[src/rtl/bkpt_pkg.sv]
package bkpt_pkg;
  localparam int unsigned CTRL_W   = 32;
  localparam int unsigned LOCK_BIT = 13;
  localparam int unsigned STEP_BIT = 14;
  localparam int unsigned KIND_LSB = 16;
  localparam int unsigned SIZE_LSB = 18;
  localparam int unsigned SLOT_STRIDE = 4;

  localparam logic [2:0] SEL_CTRL = 3'd4;
  localparam logic [2:0] SEL_STAT = 3'd5;

  typedef enum logic [1:0] {
    KIND_FETCH = 2'b00,
    KIND_STORE = 2'b01,
    KIND_LOAD  = 2'b10
  } acc_kind_e;

  // size field code -> log2 bytes (non-monotonic code)
  function automatic logic [1:0] size_code_lg2(input logic [1:0] code);
    case (code)
      2'b00:   return 2'd0;
      2'b01:   return 2'd1;
      2'b11:   return 2'd2;
      default: return 2'd3;
    endcase
  endfunction
endpackage

[src/rtl/bkpt_regs.sv]
module bkpt_regs
  import bkpt_pkg::*;
#(
  parameter int unsigned ADDR_W    = 32,
  parameter int unsigned NUM_SLOTS = 4
) (
  input  logic                               clk_i,
  input  logic                               rst_ni,
  input  logic                               reg_req_i,
  input  logic                               reg_we_i,
  input  logic [2:0]                         reg_sel_i,
  input  logic [ADDR_W-1:0]                  reg_wdata_i,
  input  logic                               handler_entry_i,
  input  logic [CTRL_W-1:0]                  status_i,
  output logic [NUM_SLOTS-1:0][ADDR_W-1:0]   slot_addr_o,
  output logic [2*NUM_SLOTS-1:0]             en_o,
  output logic [NUM_SLOTS-1:0][1:0]          kind_o,
  output logic [NUM_SLOTS-1:0][1:0]          size_o,
  output logic                               lock_o,
  output logic                               trap_o,
  output logic [ADDR_W-1:0]                  reg_rdata_o
);
  logic wr_ok;
  logic [CTRL_W-1:0] ctrl_word;

  assign trap_o = reg_req_i & lock_o;
  assign wr_ok  = reg_req_i & reg_we_i & ~lock_o;

  for (genvar n = 0; n < NUM_SLOTS; n++) begin : g_slot
    always_ff @(posedge clk_i or negedge rst_ni) begin
      if (!rst_ni) begin
        slot_addr_o[n] <= '0;
        en_o[2*n +: 2] <= '0;
        kind_o[n]      <= '0;
        size_o[n]      <= '0;
      end else begin
        if (wr_ok && reg_sel_i == 3'(n)) slot_addr_o[n] <= reg_wdata_i;
        if (wr_ok && reg_sel_i == SEL_CTRL) begin
          en_o[2*n +: 2] <= reg_wdata_i[2*n +: 2];
          kind_o[n]      <= reg_wdata_i[KIND_LSB + SLOT_STRIDE*n +: 2];
          size_o[n]      <= reg_wdata_i[SIZE_LSB + SLOT_STRIDE*n +: 2];
        end
      end
    end
  end

  always_ff @(posedge clk_i or negedge rst_ni) begin
    if (!rst_ni) lock_o <= 1'b0;
    else if (handler_entry_i) lock_o <= 1'b0;
    else if (wr_ok && reg_sel_i == SEL_CTRL) lock_o <= reg_wdata_i[LOCK_BIT];
  end

  always_comb begin
    ctrl_word = '0;
    ctrl_word[LOCK_BIT] = lock_o;
    for (int n = 0; n < NUM_SLOTS; n++) begin
      ctrl_word[2*n +: 2] = en_o[2*n +: 2];
      ctrl_word[KIND_LSB + SLOT_STRIDE*n +: 2] = kind_o[n];
      ctrl_word[SIZE_LSB + SLOT_STRIDE*n +: 2] = size_o[n];
    end
  end

  always_comb begin
    reg_rdata_o = '0;
    if (reg_req_i && !reg_we_i && !lock_o) begin
      if (reg_sel_i < 3'(NUM_SLOTS))  reg_rdata_o = slot_addr_o[reg_sel_i[1:0]];
      else if (reg_sel_i == SEL_CTRL) reg_rdata_o = ADDR_W'(ctrl_word);
      else if (reg_sel_i == SEL_STAT) reg_rdata_o = ADDR_W'(status_i);
    end
  end
endmodule

[src/rtl/bkpt_slot_match.sv]
module bkpt_slot_match
  import bkpt_pkg::*;
#(
  parameter int unsigned ADDR_W = 32
) (
  input  logic              armed_i,
  input  logic [ADDR_W-1:0] slot_addr_i,
  input  logic [1:0]        kind_i,
  input  logic [1:0]        size_i,
  input  logic              acc_valid_i,
  input  logic [ADDR_W-1:0] acc_addr_i,
  input  logic [1:0]        acc_size_i,
  input  logic [1:0]        acc_kind_i,
  output logic              hit_o
);
  logic              kind_ok;
  logic [1:0]        slot_lg, lg;
  logic [ADDR_W-1:0] mask;

  always_comb begin
    case (kind_i)
      2'b00:   kind_ok = (acc_kind_i == KIND_FETCH);
      2'b01:   kind_ok = (acc_kind_i == KIND_STORE);
      2'b11:   kind_ok = (acc_kind_i == KIND_STORE) || (acc_kind_i == KIND_LOAD);
      default: kind_ok = 1'b0;
    endcase
  end

  assign slot_lg = size_code_lg2(size_i);
  assign lg      = (slot_lg > acc_size_i) ? slot_lg : acc_size_i;
  assign mask    = ~((ADDR_W'(1) << lg) - ADDR_W'(1));
  assign hit_o   = acc_valid_i & armed_i & kind_ok &
                   (((slot_addr_i ^ acc_addr_i) & mask) == '0);
endmodule

[src/rtl/bkpt_event.sv]
module bkpt_event
  import bkpt_pkg::*;
#(
  parameter int unsigned NUM_SLOTS = 4
) (
  input  logic                 clk_i,
  input  logic                 rst_ni,
  input  logic [NUM_SLOTS-1:0] hit_i,
  input  logic                 step_i,
  input  logic                 trap_i,
  output logic                 event_o,
  output logic [CTRL_W-1:0]    status_o,
  output logic                 dbg_exc_o
);
  logic [NUM_SLOTS-1:0] hit_q;
  logic                 lock_q, step_q;

  assign event_o = (|hit_i) | step_i | trap_i;

  always_ff @(posedge clk_i or negedge rst_ni) begin
    if (!rst_ni) begin
      hit_q     <= '0;
      lock_q    <= 1'b0;
      step_q    <= 1'b0;
      dbg_exc_o <= 1'b0;
    end else begin
      dbg_exc_o <= event_o;
      if (event_o) begin
        hit_q  <= hit_i;
        lock_q <= trap_i;
        step_q <= step_i;
      end
    end
  end

  always_comb begin
    status_o = '0;
    status_o[NUM_SLOTS-1:0] = hit_q;
    status_o[LOCK_BIT] = lock_q;
    status_o[STEP_BIT] = step_q;
  end
endmodule

[src/rtl/hw_bkpt_unit.sv]
module hw_bkpt_unit
  import bkpt_pkg::*;
#(
  parameter int unsigned ADDR_W    = 32,
  parameter int unsigned NUM_SLOTS = 4
) (
  input  logic              clk_i,
  input  logic              rst_ni,
  input  logic              acc_valid_i,
  input  logic [ADDR_W-1:0] acc_addr_i,
  input  logic [1:0]        acc_size_i,
  input  logic [1:0]        acc_kind_i,
  input  logic              step_i,
  input  logic              handler_entry_i,
  input  logic              reg_req_i,
  input  logic              reg_we_i,
  input  logic [2:0]        reg_sel_i,
  input  logic [ADDR_W-1:0] reg_wdata_i,
  output logic [ADDR_W-1:0] reg_rdata_o,
  output logic              dbg_exc_o
);
  logic [NUM_SLOTS-1:0][ADDR_W-1:0] slot_addr;
  logic [2*NUM_SLOTS-1:0]           en;
  logic [NUM_SLOTS-1:0][1:0]        kind, size;
  logic [NUM_SLOTS-1:0]             hit;
  logic                             lock, trap, evt;
  logic [CTRL_W-1:0]                status;

  bkpt_regs #(.ADDR_W(ADDR_W), .NUM_SLOTS(NUM_SLOTS)) u_regs (
    .clk_i, .rst_ni, .reg_req_i, .reg_we_i, .reg_sel_i, .reg_wdata_i,
    .handler_entry_i, .status_i(status), .slot_addr_o(slot_addr),
    .en_o(en), .kind_o(kind), .size_o(size), .lock_o(lock), .trap_o(trap),
    .reg_rdata_o
  );

  for (genvar n = 0; n < NUM_SLOTS; n++) begin : g_match
    bkpt_slot_match #(.ADDR_W(ADDR_W)) u_match (
      .armed_i(|en[2*n +: 2]), .slot_addr_i(slot_addr[n]),
      .kind_i(kind[n]), .size_i(size[n]),
      .acc_valid_i, .acc_addr_i, .acc_size_i, .acc_kind_i,
      .hit_o(hit[n])
    );
  end

  bkpt_event #(.NUM_SLOTS(NUM_SLOTS)) u_event (
    .clk_i, .rst_ni, .hit_i(hit), .step_i, .trap_i(trap),
    .event_o(evt), .status_o(status), .dbg_exc_o
  );
endmodule

[config.mk]
export PLATFORM = sky130hd
export DESIGN_NAME = hw_bkpt_unit
export DESIGN_NICKNAME = d
export VERILOG_FILES = /design/src/rtl/bkpt_pkg.sv /design/src/rtl/bkpt_regs.sv /design/src/rtl/bkpt_slot_match.sv /design/src/rtl/bkpt_event.sv /design/src/rtl/hw_bkpt_unit.sv
export SDC_FILE = /design/constraint.sdc
export NUM_CORES = 1
export LEC_CHECK = 0
export ABC_AREA = 1
export BUFFER_PORTS_ARGS = -buffer_cell sky130_fd_sc_hd__buf_2
export CORE_MARGIN = 2
export CORE_UTILIZATION = 40
export DETAILED_ROUTE_END_ITERATION = 8
export MAX_ROUTING_LAYER = met4
export PLACE_DENSITY = 0.55
export SETUP_SLACK_MARGIN = 0.5
export SYNTH_ARGS = -nofsm -noshare
export SYNTH_HDL_FRONTEND = slang
export SYNTH_SLANG_ARGS = --single-unit
[constraint.sdc]
create_clock -name clk_i -period 5.95 [get_ports clk_i]
set_input_delay 0.8925 -clock clk_i [delete_from_list [all_inputs] [get_ports clk_i]]
set_output_delay 0.8925 -clock clk_i [all_outputs]
set_load 0.02 [all_outputs]
==> run summary <==
result of the run - completed
Hold/Removal Path Class - flop to flop
Final setup violation count - 0
post-placement cell area - 10430 sq um
number of cell rows - 56
register bit total from synthesis - 160
Avg WL per Cell - 19.68 microns
Period Utilization, post-route - 64.61%
initial antenna violation count - 0
crit-path cells - buf_2, nand2_1, inv_2, nand2_1, o2111ai_1, o21ai_0, buf_2
synthesized cell area - 9640 sq um
final setup slack of the worst path - 2106 ps
wire length of the first global-routing pass - 52.50 mm
number of global-route vias before repair - 8670
clock tree root buffer cell - clkbuf_16
endpoint of the worst setup timing path - reg_rdata_o[31]
area of the core - 23540 sq um
CP startpoint - reg_sel_i[0]
count of cells along the worst register-to-register path - 14
setup repair bufs after CTS - 0
CP delay by family, top - simple AND/OR/NAND/NOR gates
Layout Area Growth over Synthesis - 14.19%
simple-gate share of the synthesized area - 24.36%
final critical-path required period - 3844 ps
peak supply drop - 173.1 uV
number of nets still failing antenna checks after routing - 0
number of vias after detailed routing - 9206
unrepaired setup endpoints after global routing - no
Tightest Pin Transition - 993.3 ps
Via density - 5.276
fraction of layout cells with a size suffix above 1 - 13.46%
Detail Placement HPWL - 24.57 mm
CTS-repair resized insts - 0
yosys warns - 0
I/O Buffers - 110
residual overflow from global routing - 0
max-cap violation count - 0
count of final hold-check violations - 0
GRT Max-Usage Layer - met2
cell depth of the worst setup path - 7
Crit. End Element - output port
Die Wd - 159.2 microns
Reg-to-Reg End - u_event.hit_q[0]$_DFFE_PN0P_
highest net fanout along the worst path - 17
GR met3 Demand/Resource - 4.350%
io pins - 111
gpl congestion - 0.9574
standby leakage power - 0.005649 uW
number of different library cells in the post-synthesis netlist - 39
total global routing track utilization - 28.21%
Max stage delay on crit path - 720 ps
violation count after the first detailed-route iteration - 876
largest net degree at the start of global routing - 79
Clock Pin Slew Worst Setup and Hold Paths - 70 ps
power density normalized to cell area - 325.7 nW/um^2
post-route cell area - 11010 sq um
Post-Place Worst Slack - 2153 ps
global routing usage on met1 - 38.56%
vertical extent of the die - 159.2 microns
count of inserted antenna diode cells - 0
total detailed-routing wirelength - 34.33 mm
maximum clock path buffer count - 2
H-tree levels - 4
Post-Synth XOR/XNOR Area - 4.633%
maximum clock frequency - 0.2601 GHz
area of the die - 25360 sq um
multiplexer share of the synthesized area - 0%
remaining design rule violation count - 0
starting density of the core - 40.95%
type of the setup path with the least slack - input pin to output port
TritonCTS clock tree - yes
M2 GR Usage - 43.58%
cell with the largest stage delay on the worst path - nand2_1
Layout Skew - 7.338 ps
setup slack of the worst register-to-register path - 3510 ps
average cell area after synthesis - 7.281 sq um
adder-cell area share of the yosys netlist - 3.374%
Reg2Reg Launch Point - u_regs.size_o[1]$_DFFE_PN0P_
required time reported for the critical path endpoint - 5060 ps
sequential area share after synthesis - 41.53%
instance count of the mapped netlist - 1324
Post-Syn Nets - 1428
Compound-Gate Fraction of Synth Area - 16.86%
Total Negative Setup Slacks - 0 ps
dominant combinational cell family by area after synthesis - simple AND/OR/NAND/NOR gates
DR pass1 iterations - 7
Arr. time, crit path - 2950 ps
count of hold buffers inserted by post-cts repair - 0
count of clock tree sinks - 160
CP bufs+invs - 3
number of buffers created by CTS - 17
final slew viol count - 0
latest clock arrival within the worst-skew pair - 440 ps
nature of the critical path startpoint - input pin
relative max-transition margin - 33.62%
Final #Nets - 1517
-- power by group --
part / internal, uW / switching (uW)
logic: 346 / 589
clock network: 590 / 522
registers: 1310 / 231
total: 2240 / 1340
-- kinds of logic after synthesis --
family                   count (synthesis)
AND/OR/NAND/NOR                        575
AO/OA/AOI/OAI                          289
buffers and inverters                  223
flip-flops                             160
XOR/XNOR                                51
adder cells (fa/ha/maj)                 26
-- placed cells by master, fill, tap and decap left out, types with 5 or more instances in the layout --
master	instances
o22ai_1	35
a221oi_1	11
o21ai_0	176
ha_1	26
inv_1	148
xnor2_1	22
o2111ai_1	7
inv_2	24
nand3_1	32
o21ai_1	23
dfrtp_1	160
nand2_1	424
o32ai_1	5
xor2_1	29
buf_4	11
nor2_1	92
buf_2	109
a21oi_1	14
clkbuf_16	17
-- flip-flops by register name, indices dropped and copies added (netlist names) --
register,flops
u_event.dbg_exc_o,1
u_event.hit_q,4
u_event.lock_q,1
u_event.step_q,1
u_regs.en_o,8
u_regs.kind_o,8
u_regs.lock_o,1
u_regs.size_o,8
u_regs.slot_addr_o,128
-- worst reg2reg max path, cell delays in order (launching register included) --
cell and delay [ps]:
dfrtp_1 410, ha_1 200, nor2_1 400, inv_1 90, ha_1 310, inv_1 40, o21bai_1 150, a21boi_0 130
nor2_2 120, nor2_2 50, nand2_2 120, nand2_4 80, nor2_8 130, nand3_1 90, nand2_1 70
-- stage by stage --
stage	hold WS [ps]	instances	util (%)	total power, uW
global placement	468.5	1713	44.32	2464
floorplan	453.0	1324	-	2112
CTS	494.5	1745	46.76	3588
finish	488.1	1745	46.76	3586
global route	523.1	1745	46.76	3805
detailed placement	477.5	1713	44.32	2481
-- cell type report --
class                           instances  area [sq um]
Timing Repair Buffer                  121         639.4
Sequential cell                       160          4004
Inverter                              172         645.6
Multi-Input combinational cell        941          4746
Clock inverter                         15         148.9
Fill cell                            2500         12530
Tap cell                              319         399.1
Clock buffer                           17         425.4
-- worst min path at each step --
stage                                        start                                  end  slack [ps]  cells past startpoint
2_1_floorplan         u_regs.kind_o[4]$_DFFE_PN0P_         u_regs.kind_o[4]$_DFFE_PN0P_         450                      2
3_3_place_gp   u_regs.slot_addr_o[127]$_DFFE_PN0P_  u_regs.slot_addr_o[127]$_DFFE_PN0P_         470                      2
3_5_place_dp          u_regs.kind_o[4]$_DFFE_PN0P_         u_regs.kind_o[4]$_DFFE_PN0P_         480                      2
4_1_cts               u_regs.kind_o[4]$_DFFE_PN0P_         u_regs.kind_o[4]$_DFFE_PN0P_         490                      2
5_1_grt               u_regs.kind_o[6]$_DFFE_PN0P_         u_regs.kind_o[6]$_DFFE_PN0P_         520                      2
6_report              u_regs.kind_o[4]$_DFFE_PN0P_         u_regs.kind_o[4]$_DFFE_PN0P_         490                      2
-- synthesized netlist by cell type --
master | count | area [sq um]
nor3_4 | 1 | 16.27
o2111ai_1 | 7 | 61.31
nor2_2 | 3 | 18.77
nand2_4 | 2 | 22.52
o21ai_0 | 176 | 880.8
xor2_1 | 29 | 254.0
buf_2 | 16 | 80.08
o221ai_1 | 2 | 17.52
a21oi_1 | 14 | 70.07
ha_1 | 26 | 325.3
inv_2 | 24 | 90.09
nor2_4 | 3 | 33.78
o31ai_1 | 4 | 30.03
nand3b_1 | 4 | 30.03
o21bai_1 | 4 | 30.03
o22ai_1 | 35 | 219.0
o21ai_1 | 23 | 115.1
buf_1 | 1 | 3.750
dfrtp_1 | 160 | 4004
o32ai_1 | 5 | 43.79
nor2_1 | 92 | 345.3
nand3_1 | 32 | 160.2
nor3_1 | 4 | 20.02
inv_1 | 148 | 555.5
nand3_4 | 3 | 52.55
o41ai_1 | 1 | 8.760
a21boi_0 | 1 | 7.510
o21a_1 | 1 | 7.510
a22oi_1 | 3 | 22.52
clkbuf_1 | 27 | 101.4
a221oi_1 | 11 | 96.34
nand4_1 | 4 | 25.02
nand2_2 | 2 | 12.51
o211ai_1 | 2 | 15.01
nor2_8 | 1 | 20.02
buf_4 | 5 | 37.54
nand2_1 | 424 | 1592
xnor2_1 | 22 | 192.7
buf_6 | 2 | 22.52
-- metal layers --
metal / vias to the layer above / share of wire (%)
met5: - / 0
met4: 0 / 2.3
met3: 47 / 6.9
met2: 333 / 46
met1: 4390 / 45
li1: 4436 / -
No activity file was read; power rests on OpenSTA's default activity.
